==> config.mk <==
export PLATFORM = sky130hd
export DESIGN_NAME = tdm_tx
export DESIGN_NICKNAME = d
export VERILOG_FILES = /design/src/rtl/tdm_tx_pkg.sv /design/src/rtl/tdm_tx_cfg.sv /design/src/rtl/tdm_tx_pos.sv /design/src/rtl/tdm_tx_hold.sv /design/src/rtl/tdm_tx.sv
export SDC_FILE = /design/constraint.sdc
export NUM_CORES = 1
export LEC_CHECK = 0
export BUFFER_PORTS_ARGS = -buffer_cell sky130_fd_sc_hd__buf_2
export CAP_MARGIN = 25
export CORE_AREA = 4 4 130 144
export CTS_CLUSTER_SIZE = 14
export DETAILED_ROUTE_END_ITERATION = 8
export DIE_AREA = 0 0 134 148
export GPL_TIMING_DRIVEN = 0
export PLACE_DENSITY = 0.74
export SLEW_MARGIN = 10
export SYNTH_ARGS = -nofsm -noshare
export SYNTH_HDL_FRONTEND = slang
export SYNTH_SLANG_ARGS = --single-unit
==> constraint.sdc <==
create_clock -name clk -period 11.2 [get_ports clk]
set_input_delay 1.68 -clock clk [delete_from_list [all_inputs] [get_ports clk]]
set_output_delay 1.68 -clock clk [all_outputs]
set_load 0.05 [all_outputs]
==> src/rtl/tdm_tx_pkg.sv <==
package tdm_tx_pkg;

  typedef struct packed {
    logic fs_word;
    logic fs_early;
    logic fs_low;
    logic right_al;
    logic pad_zero;
    logic network;
  } tdm_mode_t;

  // Raw (active-high) sync for a frame position.
  function automatic logic fs_rule(logic first_slot, logic first_bit, logic word_len);
    return first_slot && (word_len || first_bit);
  endfunction

endpackage

==> src/rtl/tdm_tx_cfg.sv <==
module tdm_tx_cfg
  import tdm_tx_pkg::*;
#(
  parameter int SLOTS_MAX = 32,
  parameter int WORD_MAX  = 32,
  localparam int SLOT_IW  = $clog2(SLOTS_MAX),
  localparam int BIT_IW   = $clog2(WORD_MAX),
  localparam int HALF     = SLOTS_MAX / 2
) (
  input  logic               clk,
  input  logic               rst,
  input  logic               load,
  input  logic [SLOT_IW-1:0] slots_m1_i,
  input  logic [BIT_IW-1:0]  slot_w_m1_i,
  input  logic [BIT_IW-1:0]  data_w_m1_i,
  input  tdm_mode_t          mode_i,
  input  logic [HALF-1:0]    mask_lo_i,
  input  logic [HALF-1:0]    mask_hi_i,
  output logic [SLOT_IW-1:0] slots_m1,
  output logic [BIT_IW-1:0]  slot_w_m1,
  output logic [BIT_IW-1:0]  data_w_m1,
  output tdm_mode_t          mode,
  output logic [SLOTS_MAX-1:0] mask
);

  localparam int DEF_W = (WORD_MAX >= 16) ? 15 : WORD_MAX - 1;
  localparam tdm_mode_t DEF_MODE = '{fs_word: 1'b1, fs_early: 1'b1, fs_low: 1'b1,
                                     right_al: 1'b0, pad_zero: 1'b1, network: 1'b1};

  logic [HALF-1:0] lo_q, hi_q;

  always_ff @(posedge clk) begin
    if (rst) begin
      slots_m1  <= SLOT_IW'(1);
      slot_w_m1 <= BIT_IW'(DEF_W);
      data_w_m1 <= BIT_IW'(DEF_W);
      mode      <= DEF_MODE;
      lo_q      <= '1;
      hi_q      <= '1;
    end else if (load) begin
      slots_m1  <= slots_m1_i;
      slot_w_m1 <= slot_w_m1_i;
      data_w_m1 <= data_w_m1_i;
      mode      <= mode_i;
      lo_q      <= mask_lo_i;
      hi_q      <= mask_hi_i;
    end
  end

  assign mask = {hi_q, lo_q};

endmodule

==> src/rtl/tdm_tx_pos.sv <==
module tdm_tx_pos #(
  parameter int SLOT_IW = 5,
  parameter int BIT_IW  = 5
) (
  input  logic               clk,
  input  logic               rst,
  input  logic               en,
  input  logic               bit_en,
  input  logic               network,
  input  logic [SLOT_IW-1:0] slots_m1,
  input  logic [BIT_IW-1:0]  slot_w_m1,
  output logic               lead,
  output logic [SLOT_IW-1:0] slot,
  output logic [BIT_IW-1:0]  bitc,
  output logic [SLOT_IW-1:0] nxt_slot,
  output logic [BIT_IW-1:0]  nxt_bit,
  output logic               in_last
);

  logic [SLOT_IW-1:0] last_idx;

  assign last_idx = network ? slots_m1 : '0;
  assign in_last  = (slot == last_idx);

  always_comb begin
    if (bitc == slot_w_m1) begin
      nxt_bit  = '0;
      nxt_slot = in_last ? '0 : slot + SLOT_IW'(1);
    end else begin
      nxt_bit  = bitc + BIT_IW'(1);
      nxt_slot = slot;
    end
  end

  always_ff @(posedge clk) begin
    if (rst || !en) begin
      lead <= 1'b1;
      slot <= '0;
      bitc <= '0;
    end else if (bit_en) begin
      if (lead) begin
        lead <= 1'b0;
      end else begin
        slot <= nxt_slot;
        bitc <= nxt_bit;
      end
    end
  end

endmodule

==> src/rtl/tdm_tx_hold.sv <==
module tdm_tx_hold #(
  parameter int WORD_MAX = 32
) (
  input  logic                clk,
  input  logic                rst,
  input  logic                s_valid,
  input  logic [WORD_MAX-1:0] s_data,
  input  logic                take,
  input  logic                ur_clr,
  output logic                s_ready,
  output logic                full,
  output logic [WORD_MAX-1:0] word,
  output logic                underrun
);

  always_ff @(posedge clk) begin
    if (rst) begin
      full     <= 1'b0;
      word     <= '0;
      underrun <= 1'b0;
    end else begin
      if (take && full) begin
        full <= 1'b0;
      end else if (s_valid && !full) begin
        full <= 1'b1;
        word <= s_data;
      end
      if (take && !full) underrun <= 1'b1;
      else if (ur_clr)   underrun <= 1'b0;
    end
  end

  assign s_ready = !full;

endmodule

==> src/rtl/tdm_tx.sv <==
module tdm_tx
  import tdm_tx_pkg::*;
#(
  parameter int SLOTS_MAX = 32,
  parameter int WORD_MAX  = 32,
  localparam int SLOT_IW  = $clog2(SLOTS_MAX),
  localparam int BIT_IW   = $clog2(WORD_MAX),
  localparam int HALF     = SLOTS_MAX / 2
) (
  input  logic                clk,
  input  logic                rst,
  input  logic                en,
  input  logic                bit_en,
  input  logic                cfg_load,
  input  logic [SLOT_IW-1:0]  cfg_slots_m1,
  input  logic [BIT_IW-1:0]   cfg_slot_w_m1,
  input  logic [BIT_IW-1:0]   cfg_data_w_m1,
  input  logic                cfg_fs_word,
  input  logic                cfg_fs_early,
  input  logic                cfg_fs_low,
  input  logic                cfg_right,
  input  logic                cfg_pad_zero,
  input  logic                cfg_network,
  input  logic [HALF-1:0]     cfg_mask_lo,
  input  logic [HALF-1:0]     cfg_mask_hi,
  input  logic                s_valid,
  input  logic [WORD_MAX-1:0] s_data,
  output logic                s_ready,
  input  logic                underrun_clr,
  output logic                sdo,
  output logic                sdo_oe,
  output logic                fs_out,
  output logic                last_slot,
  output logic                even_slot,
  output logic                underrun
);

  localparam int LW = BIT_IW + 1;

  logic [SLOT_IW-1:0]   slots_m1;
  logic [BIT_IW-1:0]    slot_w_m1, data_w_m1;
  tdm_mode_t            mode, mode_in;
  logic [SLOTS_MAX-1:0] mask;

  logic                 lead, in_last;
  logic [SLOT_IW-1:0]   slot, nxt_slot;
  logic [BIT_IW-1:0]    bitc, nxt_bit;

  logic                 hold_full;
  logic [WORD_MAX-1:0]  hold_word, cur_word, word_now;

  logic                 slot_on, step, take;
  logic [LW-1:0]        w_len, d_len, pad_lead, rel, idx_w;
  logic                 in_pad, pad_val, bit_val, fs_now, fs_next, fs_raw;

  assign mode_in = '{fs_word: cfg_fs_word, fs_early: cfg_fs_early, fs_low: cfg_fs_low,
                     right_al: cfg_right, pad_zero: cfg_pad_zero, network: cfg_network};

  tdm_tx_cfg #(.SLOTS_MAX(SLOTS_MAX), .WORD_MAX(WORD_MAX)) u_cfg (
    .clk(clk), .rst(rst), .load(cfg_load),
    .slots_m1_i(cfg_slots_m1), .slot_w_m1_i(cfg_slot_w_m1), .data_w_m1_i(cfg_data_w_m1),
    .mode_i(mode_in), .mask_lo_i(cfg_mask_lo), .mask_hi_i(cfg_mask_hi),
    .slots_m1(slots_m1), .slot_w_m1(slot_w_m1), .data_w_m1(data_w_m1),
    .mode(mode), .mask(mask)
  );

  tdm_tx_pos #(.SLOT_IW(SLOT_IW), .BIT_IW(BIT_IW)) u_pos (
    .clk(clk), .rst(rst), .en(en), .bit_en(bit_en), .network(mode.network),
    .slots_m1(slots_m1), .slot_w_m1(slot_w_m1),
    .lead(lead), .slot(slot), .bitc(bitc), .nxt_slot(nxt_slot), .nxt_bit(nxt_bit),
    .in_last(in_last)
  );

  tdm_tx_hold #(.WORD_MAX(WORD_MAX)) u_hold (
    .clk(clk), .rst(rst), .s_valid(s_valid), .s_data(s_data), .take(take),
    .ur_clr(underrun_clr), .s_ready(s_ready), .full(hold_full), .word(hold_word),
    .underrun(underrun)
  );

  assign slot_on  = !lead && mask[slot];
  assign step     = en && bit_en;
  assign take     = step && slot_on && (bitc == '0);
  assign word_now = (bitc == '0) ? (hold_full ? hold_word : '0) : cur_word;

  assign w_len = {1'b0, slot_w_m1} + LW'(1);
  assign d_len = {1'b0, data_w_m1} + LW'(1);

  // Bit selection inside the slot: padding region and data index.
  always_comb begin
    pad_lead = (mode.right_al && (w_len > d_len)) ? (w_len - d_len) : '0;
    pad_val  = mode.pad_zero ? 1'b0
             : (mode.right_al ? word_now[data_w_m1] : word_now[0]);
    if (mode.right_al) begin
      in_pad = ({1'b0, bitc} < pad_lead);
      rel    = {1'b0, bitc} - pad_lead;
    end else begin
      in_pad = ({1'b0, bitc} >= d_len);
      rel    = {1'b0, bitc};
    end
    idx_w   = {1'b0, data_w_m1} - rel;
    bit_val = in_pad ? pad_val : word_now[idx_w[BIT_IW-1:0]];
  end

  // Sync from the current position, or from the following one when early.
  assign fs_now  = fs_rule(slot == '0, bitc == '0, mode.fs_word);
  assign fs_next = fs_rule(nxt_slot == '0, nxt_bit == '0, mode.fs_word);
  assign fs_raw  = lead ? mode.fs_early : (mode.fs_early ? fs_next : fs_now);

  always_ff @(posedge clk) begin
    if (rst) begin
      cur_word  <= '0;
      sdo       <= 1'b0;
      sdo_oe    <= 1'b0;
      fs_out    <= 1'b1;
      last_slot <= 1'b0;
      even_slot <= 1'b0;
    end else if (!en) begin
      sdo       <= 1'b0;
      sdo_oe    <= 1'b0;
      fs_out    <= mode.fs_low;
      last_slot <= 1'b0;
      even_slot <= 1'b0;
    end else if (bit_en) begin
      if (take) cur_word <= hold_full ? hold_word : '0;
      sdo       <= slot_on && bit_val;
      sdo_oe    <= slot_on;
      fs_out    <= fs_raw ^ mode.fs_low;
      last_slot <= !lead && in_last;
      even_slot <= !lead && !slot[0];
    end
  end

endmodule

==> flow_summary.yaml <==
floorplan:
  die_y_um: 148
  die_area_mm2: 0.01983
  rows: 50
  start_util: 0.4477
  core_area_mm2: 0.01708
  ios: 99
  die_w_um: 134
drt:
  drt_iter0_markers: 561
  finalWirelength_mm: 20.44
  drc: 0
  detail-route-antenna-nets: 0
  vias: 6679
  via_per_inst: 5.457
  wl_per_cell_um: 16.70
  dr.pass1.iters: 5
sta:
  rsz0062_at_grt: "no"
  maxSlewHeadroom: 0.4268
  fin_crit_ns: 6.396
  skew_ns: 0.01095
  maxSlewViolCount: 0
  fmax_mhz: 156.4
  final.setup.tns_ns: 0
  setup_viol: 0
  final.setup.worst_slack_ns: 4.804
  worst_pin_slew_ns: 0.8599
  post-route-period-util: 0.5711
  hold_viol_final: 0
cells_and_area:
  finalNonFillerCells: 1224
  final_cell_mix: "149 x nand2_1, 135 x dfxtp_1, 110 x mux2i_1, 104 x buf_2, 64 x nor2_1"
  antenna_cells: 0
  finalInstanceArea_mm2: 0.009016
  drive_above_1_share: 0.1778
  final_util: 0.5279
  layout_commonest_cell: "nand2_1"
  area_growth_pct: 17.92
  nNetsFinal: 1097
clock_tree:
  ctsHoldBuffers: 0
  post_cts_resized: 0
  clkSinkCount: 135
  cts_buffer_depth: 2
  numCtsBuffers: 17
  clk_latency_ns: 0.42
  clkTransAtPathRegs_ns: 0.06
  cts_tree: "built"
  cts_max_level: 4
  cts_setup_buffers: 0
  root_buffer: "clkbuf_16"
logic_synthesis:
  yosys.cell_types.count: 61
  synth_top_area_frac: 0.3535
  ys_warn_count: 0
  synth_area_per_cell_um2: 8.860
  syn_inst: 863
  synth_seq_cells: 135
  synth_enable_flop_cells: 0
  ys_seq_area_frac: 0.3535
  synth_ff_type: "dfxtp_1"
  syn-cell-area_mm2: 0.007646
  synth_nets: 981
  synthTopCellsByArea: "dfxtp_1 35%, mux2i_1 14%, nand2_1 7.3%, mux4_2 6.5%, ha_1 3.8%"
  synth_top_area_cell: "dfxtp_1"
  synthArstFlopShare: 0
critical_path:
  required_ns: 11.48
  slowest_stage: "clkbuf_1"
  rr_worst_depth: 21
  cp_top_family: "adder cells"
  cp-end-kind: "flop"
  cp.arrival_ns: 6.67
  max_stage_delay_ns: 0.60
  critical_path_buf_inv_count: 2
  rrSetupSlack_ns: 4.80
  path_max_fanout: 10
  cp_cell_sequence: "clkbuf_1, nand3_1, xor2_1, ha_1, a21o_1, a31o_2, o211ai_1, a21oi_1, nor2b_1, ha_1, fa_1, nand2_1, o21ai_0, fa_1, clkbuf_1, mux4_2, mux2_2, o31a_1, and4_1, o21ai_1, o211ai_1"
  reg2reg_to: "sdo"
  worstSetupPathType: "reg2reg"
  reg2reg_from: "u_cfg.data_w_m1[1]"
  start_kind: "flop"
placed_design:
  placed_cell_area_mm2: 0.008424
  pre_cts_slack_ns: 4.883
  io_buffers: 97
  gp_congestion: 0.9064
  dp_hpwl_mm: 15.29
  placed_cells: 1194
grt:
  grt_usage: 0.2110
  grt_pass1_wl_mm: 33.35
  grt_overflow: 0
  grt_max_degree: 17
  antenna_found_initial: 0
  grt_pass1_vias: 6541
power_and_ir_drop:
  power_switching_share: 0.2668
  power.density_mw_per_mm2: 142.5
  vdd_drop_max_mv: 0.1067
  internal_power_uw: 942.2
  leakagePower_nw: 3.789
  pwr-share-seq: 0.401
  combPwrFrac: 0.156
  clockPowerShare: 0.442
  power.switching_uw: 342.9
hold_path:
  hold_path_class: "reg2reg"
  hold_depth: 2
  worstHoldEndpoint: "u_hold.word[20]"
  hold_start: "u_hold.word[20]"
job:
  cap_violations: 0
status:
  outcome: "completed"
## registers in the layout (all words and copies together) (netlist names)
signal	flops
cur_word	32
even_slot	1
fs_out	1
last_slot	1
sdo	1
sdo_oe	1
u_cfg.data_w_m1	5
u_cfg.hi_q	16
u_cfg.lo_q	16
u_cfg.mode	6
u_cfg.slot_w_m1	5
u_cfg.slots_m1	5
u_hold.full	1
u_hold.underrun	1
u_hold.word	32
u_pos.bitc	5
u_pos.lead	1
u_pos.slot	5
## power groups by stage
stage / Clock, mW / Sequential [mW] / Combinational, mW
2_1_floorplan: 0 / 0.523 / 0.142
3_3_place_gp: 0 / 0.525 / 0.194
3_5_place_dp: 0 / 0.526 / 0.198
4_1_cts: 0.578 / 0.515 / 0.200
5_1_grt: 0.603 / 0.518 / 0.223
6_report: 0.569 / 0.516 / 0.201
## tightest hold or removal path, stage by stage (launching register included)
cell and delay (ns):
dfxtp_1 0.30, nand2_1 0.05, a21oi_1 0.05
## cell families after synthesis
group	synth area share
compound gates	0.1100
simple gates	0.1957
fa+ha+maj	0.04811
xor+xnor	0.02978
buf+inv	0.04385
flops	0.3535
mux	0.2191
## Yosys cell counts, types with 6 or more instances
library cell,number
and2_1,30
nor2b_1,9
xor2_1,10
and3_1,8
buf_1,6
inv_1,20
o211ai_1,6
xnor2_1,16
mux2i_1,110
nor3_1,7
buf_2,7
nand3_1,18
nand3b_1,7
a21oi_1,57
o21ai_0,20
dfxtp_1,135
nor2_1,64
mux4_2,22
nand2b_1,10
nand2_1,149
clkbuf_1,38
ha_1,23
mux2_2,7
a21o_1,8
## metal layers
| metal | track usage | vias up | wire [um] |
|---|---|---|---|
| li1 | - | 3259 | - |
| met1 | 0.2712 | 3119 | 8568 |
| met2 | 0.3461 | 250 | 9931 |
| met3 | 0.04050 | 51 | 1286 |
| met4 | 0.09105 | 0 | 657 |
| met5 | 0 | - | 0 |
## worst max path at each step
stage	from	end	slack, ns	cells after the start
global route	u_cfg.data_w_m1[1]	sdo	4.43	21
CTS	u_cfg.data_w_m1[1]	sdo	4.83	21
finish	u_cfg.data_w_m1[1]	sdo	4.80	21
global placement	u_cfg.data_w_m1[1]	sdo	4.99	21
floorplan	u_cfg.data_w_m1[1]	sdo	5.86	21
detailed placement	u_cfg.data_w_m1[1]	sdo	4.88	21
## metrics by stage
stage	hold slack (ns)	power, mW
floorplan	0.4317	0.6644
global placement	0.4408	0.7191
detailed placement	0.4447	0.7240
CTS	0.4525	1.293
global route	0.4715	1.343
finish	0.4519	1.285
## cell type report
type / count / area (um^2)
fill: 1561 / 8063
multi-input combinational: 651 / 4608
sequential: 135 / 2703
timing repair buffer: 97 / 485.5
clock buffer: 19 / 442.9
tap: 234 / 292.8
buffer: 57 / 260.3
clock inverter: 11 / 148.9
inverter: 20 / 75.07
No activity file was read; power rests on OpenSTA's default activity.
